<file path="config.mk">
export PLATFORM = sky130hd
export DESIGN_NAME = ide_busmaster_regs
export DESIGN_NICKNAME = d
export VERILOG_FILES = /design/src/rtl/ide_busmaster_regs.sv
export SDC_FILE = /design/constraint.sdc
export NUM_CORES = 1
export LEC_CHECK = 0
export BUFFER_PORTS_ARGS = -buffer_cell sky130_fd_sc_hd__buf_2
export CORE_ASPECT_RATIO = 1.75
export CORE_MARGIN = 2
export CORE_UTILIZATION = 35
export CTS_CLUSTER_DIAMETER = 50
export DETAILED_ROUTE_END_ITERATION = 16
export GPL_TIMING_DRIVEN = 0
export SKIP_CTS_REPAIR_TIMING = 1
export SYNTH_ARGS = -nofsm -noshare
export SYNTH_HDL_FRONTEND = slang
export SYNTH_SLANG_ARGS = --single-unit
</file>
<file path="constraint.sdc">
create_clock -name clk -period 3 [get_ports clk]
set_input_delay 0.3 -clock clk [delete_from_list [all_inputs] [get_ports clk]]
set_output_delay 0.3 -clock clk [all_outputs]
set_load 0.02 [all_outputs]
</file>
<file path="src/rtl/ide_busmaster_regs.sv">
module ide_busmaster_regs #(
  parameter bit EXTENDED = 1'b1
) (
  input  logic        clk,
  input  logic        rst,
  input  logic        wr_en,
  input  logic        rd_en,
  input  logic [3:0]  addr,
  input  logic [31:0] wr_data,
  output logic [31:0] rd_data,
  input  logic [1:0]  irq_req,
  input  logic [1:0]  irq_dis,
  input  logic [1:0]  sts_rd,
  output logic        intrq
);
  localparam logic [2:0] OFF_CMD  = 3'd0;
  localparam logic [2:0] OFF_MODE = 3'd1;
  localparam logic [2:0] OFF_STS  = 3'd2;
  localparam logic [2:0] OFF_TIM  = 3'd3;
  localparam logic [7:0] CMD_MASK = 8'h09;

  logic       ch;
  logic [2:0] off;
  assign ch  = addr[3];
  assign off = addr[2:0];

  logic [7:0]  cmd  [2];
  logic [1:0]  cap  [2];
  logic [29:0] dtp  [2];
  logic [1:0]  ibit, pend, blk;
  logic [1:0]  set_c, pend_n, ibit_n, blk_n;
  logic [7:0]  mode_rd, tim_rd0, tim_rd1;
  logic [31:0] rv;

  logic wr_cmd, wr_mode, wr_sts, wr_tim, wr_dtp;
  assign wr_cmd  = wr_en && off == OFF_CMD;
  assign wr_mode = wr_en && off == OFF_MODE;
  assign wr_sts  = wr_en && off == OFF_STS;
  assign wr_tim  = wr_en && off == OFF_TIM;
  assign wr_dtp  = wr_en && off[2];

  assign set_c  = irq_req & ~irq_dis;
  assign pend_n = set_c | (pend & ~sts_rd);

  for (genvar c = 0; c < 2; c++) begin : g_ibit
    assign ibit_n[c] = set_c[c] |
                       (ibit[c] & ~(wr_sts && ch == c[0] && wr_data[2]));
  end

  always_ff @(posedge clk) begin
    if (rst) begin
      cmd[0] <= '0; cmd[1] <= '0;
      cap[0] <= '0; cap[1] <= '0;
      dtp[0] <= '0; dtp[1] <= '0;
      ibit   <= '0;
      pend   <= '0;
      intrq  <= 1'b0;
    end else begin
      if (wr_cmd) cmd[ch] <= wr_data[7:0] & CMD_MASK;
      if (wr_sts) cap[ch] <= wr_data[6:5];
      if (wr_dtp) dtp[ch] <= wr_data[31:2];
      ibit  <= ibit_n;
      pend  <= pend_n;
      intrq <= |(pend_n & ~blk_n);
    end
  end

  if (EXTENDED) begin : g_ext
    logic [7:0] tim [2];
    assign blk_n   = wr_mode ? wr_data[5:4] : blk;
    assign mode_rd = {2'b00, blk, pend, 2'b00};
    assign tim_rd0 = tim[0];
    assign tim_rd1 = tim[1];
    always_ff @(posedge clk) begin
      if (rst) begin
        blk    <= '0;
        tim[0] <= '0;
        tim[1] <= '0;
      end else begin
        blk <= blk_n;
        if (wr_tim) tim[ch] <= wr_data[7:0];
      end
    end
  end else begin : g_plain
    assign blk     = 2'b00;
    assign blk_n   = 2'b00;
    assign mode_rd = 8'hFF;
    assign tim_rd0 = 8'hFF;
    assign tim_rd1 = 8'hFF;

    p_plain_ff_r11: assert property (@(posedge clk) disable iff (rst)
      rd_en && !addr[2] && addr[0] |=> rd_data == 32'h0000_00FF);
  end

  always_comb begin
    case (off)
      OFF_CMD:  rv = {24'h0, cmd[ch]};
      OFF_MODE: rv = {24'h0, mode_rd};
      OFF_STS:  rv = {24'h0, 1'b0, cap[ch], 2'b00, ibit[ch], 2'b00};
      OFF_TIM:  rv = {24'h0, ch ? tim_rd1 : tim_rd0};
      default:  rv = {dtp[ch], 2'b00};
    endcase
  end

  always_ff @(posedge clk) begin
    if (rst)        rd_data <= '0;
    else if (rd_en) rd_data <= rv;
  end

  p_irq_or_r6: assert property (@(posedge clk) disable iff (rst)
    intrq == |(pend & ~blk));

  p_mode_wr_keeps_pend_r5: assert property (@(posedge clk) disable iff (rst)
    wr_mode && set_c == 2'b00 && sts_rd == 2'b00 |=> $stable(pend));

  p_addr_align_r10: assert property (@(posedge clk) disable iff (rst)
    rd_en && addr[2] |=> rd_data[1:0] == 2'b00);

  for (genvar c = 0; c < 2; c++) begin : g_chk
    p_req_sets_r7: assert property (@(posedge clk) disable iff (rst)
      irq_req[c] && !irq_dis[c] |=> pend[c] && ibit[c]);

    p_strobe_clears_r8: assert property (@(posedge clk) disable iff (rst)
      sts_rd[c] && !set_c[c] |=> !pend[c]);
  end
endmodule

</file>
==> impl_metrics.json <==
{
  "num_rows": 59,
  "finalMaxSlewViolations": 0,
  "clkPwrFrac_pct": 44.8,
  "nets": 544,
  "clk_pin_slew_ns": 0.05,
  "drc": 0,
  "synth-edff-count": 84,
  "ir_drop_mv": 0.3219,
  "r2r_slack_ns": 1.78,
  "worstSetupPathType": "primary input to register",
  "yosys.area.top_type": "edfxtp_1",
  "netlist_instances": 404,
  "io_pins": 79,
  "vias": 3504,
  "place.gp.congestion": 0.8672,
  "p_total_mw": 4.141,
  "dp_hpwl_um": 9044,
  "antenna_found_initial": 0,
  "critical_path_buf_inv_count": 3,
  "slowest_stage": "or2_2",
  "combPwrFrac_pct": 8.1,
  "die_area_um2": 15990,
  "crit_end": "dtp[1][3]",
  "worstMarginPinSlew_ns": 0.8354,
  "status": "finished clean",
  "postSynth.asyncResetShare_pct": 0,
  "grt_pass1_vias": 3778,
  "max_slew_margin_pct": 44.31,
  "leakage_nw": 2.494,
  "crit_arrival_ns": 2.15,
  "grt_max_degree": 31,
  "synth.cell_area_um2": 5236,
  "rr_endpoint": "rd_data[6]",
  "worstPathRequired_ns": 3.03,
  "yosys-top-cells-area": "edfxtp_1 48%, dfxtp_1 15%, and2_1 9.4%, mux2_2 9.2%, a22oi_1 4.2%",
  "synth-seq-area-share_pct": 63.08,
  "cts-root-buf": "clkbuf_16",
  "synth_cell_types": 38,
  "yosys_most_used_dff": "edfxtp_1",
  "cp_top_family": "simple AND/OR/NAND/NOR gates",
  "hold_slack_ns": 0.1138,
  "diodes": 0,
  "r2r-start": "cap[0][1]",
  "post-route-util_pct": 43.39,
  "drive_gt1_share_pct": 33.73,
  "power_density_nw_per_um2": 646.5,
  "rsz0062_at_grt": "no",
  "grt_first_pass_wirelength_um": 19820,
  "drt-vias-per-instance": 5.056,
  "finalCritPeriodShare_pct": 70.71,
  "die_h_um": 165.8,
  "cp.depth": 5,
  "reg2regPathDepth": 3,
  "yosysTopAreaCellShare_pct": 48.17,
  "area_delta_synth_final_pct": 22.34,
  "crit_path_cell_trace": "buf_2 -> buf_6 -> and3_1 -> clkbuf_1 -> or2_2",
  "crit_path_start_kind": "primary input",
  "coreArea_um2": 14760,
  "first_pass_iters": 5,
  "drtAntennaViolNets": 0,
  "syn_area_per_cell_um2": 12.96,
  "end_kind": "register",
  "die_w_um": 96.46,
  "maxCapViolCount": 0,
  "cts_tree": "built",
  "startpoint": "addr[3]",
  "synth_warnings": 0,
  "switchingPower_mw": 0.9369,
  "switching_share_pct": 22.62,
  "drtIter0Drc": 188,
  "ys_ff_latch": 123,
  "grt_usage_pct": 16.92,
  "io_buffers": 74,
  "p_int_mw": 3.204,
  "clock_tree.buffer_depth": 2,
  "hold_violations": 0,
  "power_frac_seq_pct": 47.1,
  "worstPathMaxFanout": 30,
  "start_util_pct": 35.47,
  "fmax_mhz": 471.4,
  "hold_class": "primary input to register",
  "cts_buffers": 17,
  "finClkSkew_ns": 0.01004,
  "setup_violations": 0,
  "clk_latency_ns": 0.41,
  "syn-num-nets": 450,
  "htreeDepth": 4,
  "grt_overflow": 0,
  "cts_sinks": 123,
  "finalCriticalPeriod_ns": 2.121,
  "max_stage_delay_ns": 0.75,
  "wl_per_cell_um": 18.59,
  "routed_wl_um": 12880
}
placed cells by master, fill, tap and decap left out, types with 3 or more instances in the layout:
master	netlist	layout
buf_2	10	84
edfxtp_1	84	84
and2_1	79	79
mux2_2	43	43
dfxtp_1	39	39
nor2_1	37	37
a22oi_1	29	29
clkbuf_1	12	17
clkbuf_16	0	17
nand2b_1	8	8
a21oi_1	8	8
o21ai_0	7	6
nand2_1	4	4
or2_2	4	4
a221oi_1	4	4
clkinv_2	0	4
buf_6	3	3
and3_1	3	3
a211oi_1	3	3
cell families (layout without fill, tap and decap cells):
group           Yosys count  count (layout)  share of synthesized area (%)
compound gates           55              55                          7.360
buf+inv                  30             136                          2.939
flops                   123             123                          63.08
mux                      45              45                          9.630
simple gates            151             151                          16.99
routing by layer:
| layer | routed length, µm | global-route usage (%) | up-vias | share of wire, % |
|---|---|---|---|---|
| met1 | 4653 | 17.90 | 1730 | 36 |
| met5 | 0 | 0 | - | 0 |
| met2 | 7194 | 30.37 | 108 | 56 |
| met3 | 708 | 3.721 | 23 | 5.5 |
| li1 | - | - | 1643 | - |
| met4 | 325 | 8.573 | 0 | 2.5 |
synth_stat cells (3+ instances only):
cell type / number
a22oi_1: 29
edfxtp_1: 84
nor2_1: 37
or2_2: 4
a221oi_1: 4
nand2b_1: 8
dfxtp_1: 39
and2_1: 79
buf_2: 10
clkbuf_1: 12
mux2_2: 43
a21oi_1: 8
nand2_1: 4
a211oi_1: 3
and3_1: 3
buf_6: 3
o21ai_0: 7
final cells by class:
cell class | instances | area (µm²)
Sequential cell | 123 | 3303
Timing Repair Buffer | 75 | 397.9
Buffer | 28 | 146.4
Multi-Input combinational cell | 251 | 1790
Clock buffer | 23 | 457.9
Clock inverter | 8 | 73.82
Tap cell | 183 | 229.0
Fill cell | 1415 | 8358
Inverter | 2 | 7.507
sequential cells by signal, summed over array words and instances, names as in the netlist:
| signal | count |
|---|---|
| dtp | 60 |
| cap | 4 |
| intrq | 1 |
| pend | 2 |
| rd_data | 32 |
| cmd | 4 |
| ibit | 2 |
| blk | 2 |
| g_ext.tim | 16 |
through the flow:
step | setup TNS (ns) | worst slack, ns | instance area, µm² | instances
final | 0 | 0.8786 | 6406 | 693
after detailed placement | 0 | 0.3954 | 5874 | 662
after floorplan | 0 | 0.5486 | 5236 | 404
after global routing | 0 | 0.7097 | 6406 | 693
after CTS | 0 | 0.8295 | 6406 | 693
after global placement | -17.03 | -0.5686 | 5836 | 661
worst min path at each step:
stage | from | slack, ns | cells after the start | endpoint
5_1_grt | rst | 0.12 | 2 | pend[1]
2_1_floorplan | ibit[1] | 0.45 | 2 | ibit[1]
3_3_place_gp | rd_data[1] | 0.45 | 2 | rd_data[1]
6_report | rst | 0.11 | 2 | pend[1]
4_1_cts | rst | 0.11 | 2 | pend[1]
3_5_place_dp | rd_data[1] | 0.46 | 2 | rd_data[1]
power groups by stage:
stage / clock [mW] / combinational [mW] / sequential [mW]
after global routing: 1.94 / 0.366 / 1.96
after detailed placement: 0 / 0.340 / 1.98
after global placement: 0 / 0.327 / 1.98
final: 1.86 / 0.337 / 1.95
after CTS: 1.87 / 0.341 / 1.95
after floorplan: 0 / 0.183 / 2.00
Note: power is estimated with default switching activity, not from simulation.
